===== src/rtl/ds_tx_pkg.sv =====
package ds_tx_pkg;

  localparam int CHAR_W = 10;   // parity + flag + 8 data bits
  localparam int LEN_W  = 4;

  typedef logic [1:0] ctl_code_t;
  localparam ctl_code_t C_FCT = 2'b00;
  localparam ctl_code_t C_EOP = 2'b01;
  localparam ctl_code_t C_EEP = 2'b10;
  localparam ctl_code_t C_ESC = 2'b11;

  // One character ready for the shifter; bits[0] leaves first.
  typedef struct packed {
    logic [CHAR_W-1:0] bits;
    logic [LEN_W-1:0]  len;
    logic              acc;   // payload parity for the next character
  } char_t;

  typedef enum logic [1:0] {TAIL_NONE, TAIL_FCT, TAIL_TIME} tail_e;

  typedef enum logic [2:0] {
    PK_TAIL_FCT, PK_TAIL_TIME, PK_TIME, PK_FCT, PK_NCHAR, PK_NULL
  } pick_e;

  // Odd parity: p ^ acc_prev ^ flag == 1.
  function automatic logic lead_parity(logic acc_prev, logic flag);
    return ~(acc_prev ^ flag);
  endfunction

  function automatic char_t make_ctrl(ctl_code_t c, logic acc_prev);
    char_t r;
    r.bits = {{(CHAR_W-4){1'b0}}, c[0], c[1], 1'b1, lead_parity(acc_prev, 1'b1)};
    r.len  = LEN_W'(4);
    r.acc  = ^c;
    return r;
  endfunction

  function automatic char_t make_data(logic [7:0] b, logic acc_prev);
    char_t r;
    r.bits = {b, 1'b0, lead_parity(acc_prev, 1'b0)};
    r.len  = LEN_W'(CHAR_W);
    r.acc  = ^b;
    return r;
  endfunction

endpackage


===== src/rtl/ds_tx_baud.sv =====
module ds_tx_baud #(
  parameter int DIV_W    = 8,
  parameter int INIT_DIV = 4
) (
  input  logic             clk,
  input  logic             rst,
  input  logic             en,
  input  logic             run,
  input  logic [DIV_W-1:0] div_in,
  output logic             tick
);

  logic [DIV_W-1:0] cnt;
  logic [DIV_W-1:0] div_eff;

  // Compare with >= so a smaller divider applies at once.
  always_comb begin
    div_eff = run ? div_in : DIV_W'(INIT_DIV);
    tick    = en && (cnt >= div_eff);
  end

  always_ff @(posedge clk) begin
    if (rst || !en)  cnt <= '0;
    else if (tick)   cnt <= '0;
    else             cnt <= cnt + 1'b1;
  end

  // after a boundary another one follows at once only for divider zero
  a_r2_tick_spacing: assert property (@(posedge clk) disable iff (rst)
    tick |=> (!tick || div_eff == '0));

  // no boundary while disabled
  a_r1_no_tick_idle: assert property (@(posedge clk) disable iff (rst)
    !en |=> (cnt == '0));

endmodule


===== src/rtl/ds_tx_shift.sv =====
module ds_tx_shift
  import ds_tx_pkg::*;
(
  input  logic  clk,
  input  logic  rst,
  input  logic  en,
  input  logic  tick,
  input  char_t char_in,
  output logic  load,
  output logic  ds_d,
  output logic  ds_s
);

  logic [CHAR_W-1:0] sh;
  logic [LEN_W-1:0]  left;
  logic              nxt_bit;

  always_comb begin
    load    = tick && (left == '0);
    nxt_bit = load ? char_in.bits[0] : sh[0];
  end

  always_ff @(posedge clk) begin
    if (rst || !en) begin
      sh   <= '0;
      left <= '0;
      ds_d <= 1'b0;
      ds_s <= 1'b0;
    end else if (tick) begin
      ds_d <= nxt_bit;
      ds_s <= ds_s ^ (nxt_bit ~^ ds_d);
      if (load) begin
        sh   <= char_in.bits >> 1;
        left <= char_in.len - 1'b1;
      end else begin
        sh   <= sh >> 1;
        left <= left - 1'b1;
      end
    end
  end

  // lines low while disabled
  a_r1_lines_low: assert property (@(posedge clk) disable iff (rst)
    !en |=> (!ds_d && !ds_s));

  // data XOR strobe flips at each boundary
  a_r4_xor_flips: assert property (@(posedge clk) disable iff (rst)
    (en && tick) |=> (!en || ((ds_d ^ ds_s) != $past(ds_d ^ ds_s))));

  // lines hold between boundaries
  a_r4_lines_hold: assert property (@(posedge clk) disable iff (rst)
    (en && !tick) |=> (!en || ($stable(ds_d) && $stable(ds_s))));

endmodule


===== src/rtl/ds_tx_pick.sv =====
module ds_tx_pick
  import ds_tx_pkg::*;
(
  input  logic       clk,
  input  logic       rst,
  input  logic       en,
  input  logic       load,
  input  logic       tc_req,
  input  logic [1:0] tc_ctrl,
  input  logic [5:0] tc_time,
  input  logic       fct_req,
  input  logic       nc_valid,
  input  logic       nc_flag,
  input  logic [7:0] nc_byte,
  output char_t      char_out,
  output logic       fct_ack,
  output logic       nc_ack,
  output logic       tc_ack
);

  logic       tc_pend;
  logic [7:0] tc_byte;
  tail_e      tail;
  logic [7:0] tail_byte;
  logic       acc;
  pick_e      sel;

  always_comb begin
    if      (tail == TAIL_FCT)  sel = PK_TAIL_FCT;
    else if (tail == TAIL_TIME) sel = PK_TAIL_TIME;
    else if (tc_pend)           sel = PK_TIME;
    else if (fct_req)           sel = PK_FCT;
    else if (nc_valid)          sel = PK_NCHAR;
    else                        sel = PK_NULL;

    case (sel)
      PK_TAIL_FCT, PK_FCT: char_out = make_ctrl(C_FCT, acc);
      PK_TAIL_TIME:        char_out = make_data(tail_byte, acc);
      PK_TIME, PK_NULL:    char_out = make_ctrl(C_ESC, acc);
      default:             char_out = nc_flag
                                    ? make_ctrl(nc_byte[0] ? C_EEP : C_EOP, acc)
                                    : make_data(nc_byte, acc);
    endcase

    tc_ack  = load && (sel == PK_TIME);
    fct_ack = load && (sel == PK_FCT);
    nc_ack  = load && (sel == PK_NCHAR);
  end

  always_ff @(posedge clk) begin
    if (rst) begin
      tc_pend   <= 1'b0;
      tc_byte   <= '0;
      tail      <= TAIL_NONE;
      tail_byte <= '0;
      acc       <= 1'b0;
    end else begin
      if (!en) begin
        tail <= TAIL_NONE;
        acc  <= 1'b0;
      end else if (load) begin
        acc <= char_out.acc;
        case (sel)
          PK_TIME: begin
            tail      <= TAIL_TIME;
            tail_byte <= tc_byte;
          end
          PK_NULL: tail <= TAIL_FCT;
          default: tail <= TAIL_NONE;
        endcase
      end
      // TimeCode request is held across disable; latest request wins
      if (tc_req) begin
        tc_pend <= 1'b1;
        tc_byte <= {tc_ctrl, tc_time};
      end else if (tc_ack) begin
        tc_pend <= 1'b0;
      end
    end
  end

  // at most one acknowledge per cycle
  a_r11_one_ack: assert property (@(posedge clk) disable iff (rst)
    $onehot0({tc_ack, fct_ack, nc_ack}));

  // N-Char acknowledge only for an offered character
  a_r11_ack_valid: assert property (@(posedge clk) disable iff (rst)
    nc_ack |-> nc_valid);

  // a held TimeCode stays held until acknowledged
  a_r9_tc_held: assert property (@(posedge clk) disable iff (rst)
    (tc_pend && !tc_ack) |=> tc_pend);

  // the second half of an ESC pair is never displaced
  a_r10_tail_first: assert property (@(posedge clk) disable iff (rst)
    (load && tail != TAIL_NONE) |-> !(tc_ack || fct_ack || nc_ack));

endmodule


===== src/rtl/ds_tx.sv =====
module ds_tx
  import ds_tx_pkg::*;
#(
  parameter int DIV_W    = 8,
  parameter int INIT_DIV = 4
) (
  input  logic             clk,
  input  logic             rst,
  input  logic             tx_en,
  input  logic             link_run,
  input  logic [DIV_W-1:0] div_in,
  input  logic             tc_req,
  input  logic [1:0]       tc_ctrl,
  input  logic [5:0]       tc_time,
  input  logic             fct_req,
  input  logic             nc_valid,
  input  logic             nc_flag,
  input  logic [7:0]       nc_byte,
  output logic             fct_ack,
  output logic             nc_ack,
  output logic             tc_ack,
  output logic             ds_d,
  output logic             ds_s
);

  logic  bit_tick;
  logic  char_load;
  char_t next_char;

  ds_tx_baud #(.DIV_W(DIV_W), .INIT_DIV(INIT_DIV)) u_baud (
    .clk    (clk),
    .rst    (rst),
    .en     (tx_en),
    .run    (link_run),
    .div_in (div_in),
    .tick   (bit_tick)
  );

  ds_tx_pick u_pick (
    .clk      (clk),
    .rst      (rst),
    .en       (tx_en),
    .load     (char_load),
    .tc_req   (tc_req),
    .tc_ctrl  (tc_ctrl),
    .tc_time  (tc_time),
    .fct_req  (fct_req),
    .nc_valid (nc_valid),
    .nc_flag  (nc_flag),
    .nc_byte  (nc_byte),
    .char_out (next_char),
    .fct_ack  (fct_ack),
    .nc_ack   (nc_ack),
    .tc_ack   (tc_ack)
  );

  ds_tx_shift u_shift (
    .clk     (clk),
    .rst     (rst),
    .en      (tx_en),
    .tick    (bit_tick),
    .char_in (next_char),
    .load    (char_load),
    .ds_d    (ds_d),
    .ds_s    (ds_s)
  );

  // acknowledges only at a character boundary
  a_r11_ack_on_load: assert property (@(posedge clk) disable iff (rst)
    (tc_ack || fct_ack || nc_ack) |-> char_load);

endmodule


===== config.mk =====
export PLATFORM = sky130hd
export DESIGN_NAME = ds_tx
export DESIGN_NICKNAME = d
export VERILOG_FILES = /design/src/rtl/ds_tx_pkg.sv /design/src/rtl/ds_tx_baud.sv /design/src/rtl/ds_tx_shift.sv /design/src/rtl/ds_tx_pick.sv /design/src/rtl/ds_tx.sv
export SDC_FILE = /design/constraint.sdc
export NUM_CORES = 1
export LEC_CHECK = 0
export CAP_MARGIN = 20
export CORE_AREA = 2 2 93 95
export CTS_BUF_LIST = sky130_fd_sc_hd__clkbuf_8
export CTS_CLUSTER_SIZE = 12
export DETAILED_ROUTE_END_ITERATION = 8
export DIE_AREA = 0 0 95 97
export PLACE_DENSITY = 0.57
export SETUP_SLACK_MARGIN = 0.4
export SYNTH_ARGS = -nofsm -noshare
export SYNTH_HDL_FRONTEND = slang
export SYNTH_HIERARCHICAL = 1
export SYNTH_SLANG_ARGS = --single-unit

===== constraint.sdc =====
create_clock -name clk -period 2.5 [get_ports clk]
set_clock_uncertainty 0.1 [all_clocks]
set_input_delay 0.25 -clock clk [delete_from_list [all_inputs] [get_ports clk]]
set_output_delay 0.25 -clock clk [all_outputs]
set_load 0.01 [all_outputs]

==> run_results.csv <==
group,metric,value,unit
drt,drt_iter0_drc,66,
yosys,synth_warnings,6,
drt,dr.pass1.iters,4,
global_route,grt_max_degree,31,
clock_tree,cts_sinks,43,
clock_tree,htreeDepth,2,
yosys,synth.avg_cell_area,8.63,µm²
yosys,syn_area,0.00242,mm²
power,ir_worst_vdd,0.264,mV
clock_tree,tritoncts,"done",
power,power.density,412,mW/mm²
final_layout,drive_gt1_share,27.9,%
yosys,synth_fp_nets,323,
floorplan,start_util,29.8,%
timing,slew_headroom,51.2,%
outcome,violations,"negative setup slack",
drt,wire_per_inst,13.1,µm
critical_path,critical_path_peak_fanout,4,
critical_path,r2r-end,"u_pick/tail_byte[5]$_SDFFE_PP0P_",
global_route,grt_pass1_wl,9750,µm
power,total_leakage_power,1.36,nW
drt,route.vias.total,2202,
floorplan,rows,33,
timing,fmax,0.364,GHz
drt,ant_nets,0,
timing,finalCriticalPeriod,2.75,ns
critical_path,worstPathRequired,2.15,ns
floorplan,dieWidth,95,µm
timing,final.period_utilization,110,%
clock_tree,cts.path.max_buffers,2,
drt,avgViaCountPerCell,4.79,
timing,worst_pin_slew,0.732,ns
clock_tree,cts_hold_buf,0,
floorplan,die_area,0.00922,mm²
timing,finalMaxSlewViolations,0,
timing,rsz0062_at_grt,"true",
clock_tree,cts_buffers,5,
timing,setup_slack,-0.247,ns
clock_tree,clk-insertion-delay-late,0.31,ns
critical_path,critPathArrivalTime,2.40,ns
floorplan,num_io_pins,37,
floorplan,die_h,97,µm
timing,hold_violations,0,
clock_tree,root_buffer,"clkbuf_8",
critical_path,startpoint_type,"flop",
global_route,track_usage,13.1,%
outcome,outcome,"finished with violations",
place,gp_congestion,0.897,
global_route,overflow,0,
drt,drc,0,
critical_path,reg2reg_slack,-0.21,ns
global_route,grt_pass1_vias,2157,
critical_path,rr_worst_depth,16,
floorplan,core,0.00813,mm²
critical_path,critical_path_class,"flop to primary output",
flow_run,maxCapViolations,0,
place,dp_slack,-0.912,ns
critical_path,crit_end,"tc_ack",
place,portBuffers,36,
critical_path,worstReg2RegStart,"u_baud/cnt[0]$_SDFF_PP0_",
place,hpwlAfterDp,4090,µm
critical_path,end_kind,"primary output",
final_layout,fillers,775,
hold_path,worstHoldPathType,"flop to flop",
final_layout,diodes,0,
global_route,antenna_found_initial,0,
critical_path,critPathLaunch,"u_baud/cnt[0]$_SDFF_PP0_",
drt,totalWireLength,6040,µm
final_layout,fin_nets,396,
final_layout,syn_to_final_growth,44.1,%
clock_tree,clk_pin_slew,0.09,ns
yosys,synth_cells,281,
final_layout,fin_util,43.0,%
timing,setup_viol,33,
-- cells in the final DEF (no fill, tap or decap), types with 6 or more instances in the layout --
| cell | n |
|---|---|
| a21oi_1 | 8 |
| buf_4 | 30 |
| buf_6 | 15 |
| clkbuf_8 | 6 |
| clkdlybuf4s50_1 | 24 |
| dfxtp_1 | 39 |
| dlygate4sd2_1 | 8 |
| inv_1 | 9 |
| mux2i_1 | 16 |
| nand2_1 | 21 |
| nand3_1 | 8 |
| nor2_1 | 45 |
| o21ai_0 | 12 |
| xnor2_1 | 15 |
| xor2_1 | 7 |
-- repair_timing --
action	CTS	global route
endpoints found under the setup margin	30	38
pin swaps	24	10
resized for setup	53	19
setup buffers	19	3
endpoints found under the hold margin	0	0
-- per-stage QoR --
stage | std cells | area, µm² | TNS [ns] | power (mW) | hold slack (ns)
2_1_floorplan | 281 | 2440 | -1.03 | 0.820 | 0.297
3_3_place_gp | 430 | 3020 | -17.86 | 0.908 | 0.369
3_5_place_dp | 430 | 3020 | -18.76 | 0.910 | 0.377
4_1_cts | 457 | 3390 | -4.12 | 1.43 | 0.389
5_1_grt | 460 | 3490 | -8.51 | 1.51 | 0.419
6_report | 460 | 3490 | -3.96 | 1.44 | 0.384
-- power by group --
group          leakage (nW)  switching, mW  internal [mW]
combinational         0.963          0.107          0.140
sequential            0.350         0.0104          0.697
clock                0.0474          0.260          0.226
-- cell type report --
class	count	area, µm²	share of cell area, %
flip-flops and latches	43	866	24.8
inverters	11	41.3	1.18
well taps	105	131	3.76
multi-input cells	211	1610	46.0
repair buffers	82	749	21.4
clock inverters	2	16.3	0.465
clock buffers	6	82.6	2.36
-- critical path: stages (launching register included) --
cell	delay, ns
dfxtp_2	0.34
inv_2	0.04
ha_4	0.25
nand2b_4	0.11
a31oi_4	0.09
nor3_2	0.11
o21a_1	0.14
or4b_4	0.48
nor2_4	0.15
buf_6	0.13
nand3_4	0.07
inv_2	0.08
buf_6	0.09
-- flip-flops by register name, indices dropped and copies added, names as in the netlist --
register	cells
u_shift/left	4
u_baud/cnt	8
u_pick/tail	2
u_shift/ds_s	1
u_pick/tc_byte	8
u_pick/tc_pend	1
u_shift/ds_d	1
u_pick/tail_byte	8
u_pick/acc	1
u_shift/sh	9
-- per-layer routing --
metal / GRT usage (%) / routed length (µm) / up-vias
met5: 0 / 0 / -
met4: 4.46 / 73 / 0
met3: 3.19 / 314 / 9
met2: 22.6 / 3010 / 50
met1: 15.5 / 2650 / 1021
li1: - / - / 1122
-- worst min path at each step --
stage,start,to,slack [ns],cells after the start
3_3_place_gp,u_shift/sh[2]$_SDFFE_PP0P_,u_shift/sh[2]$_SDFFE_PP0P_,0.37,2
5_1_grt,u_shift/sh[3]$_SDFFE_PP0P_,u_shift/sh[3]$_SDFFE_PP0P_,0.42,2
4_1_cts,u_shift/sh[5]$_SDFFE_PP0P_,u_shift/sh[5]$_SDFFE_PP0P_,0.39,2
6_report,u_shift/sh[7]$_SDFFE_PP0P_,u_shift/sh[7]$_SDFFE_PP0P_,0.38,2
2_1_floorplan,tc_time[0],u_pick/tc_byte[0]$_SDFFE_PP0P_,0.30,2
3_5_place_dp,u_shift/sh[5]$_SDFFE_PP0P_,u_shift/sh[5]$_SDFFE_PP0P_,0.38,2
No activity file was read; power rests on OpenSTA's default activity.
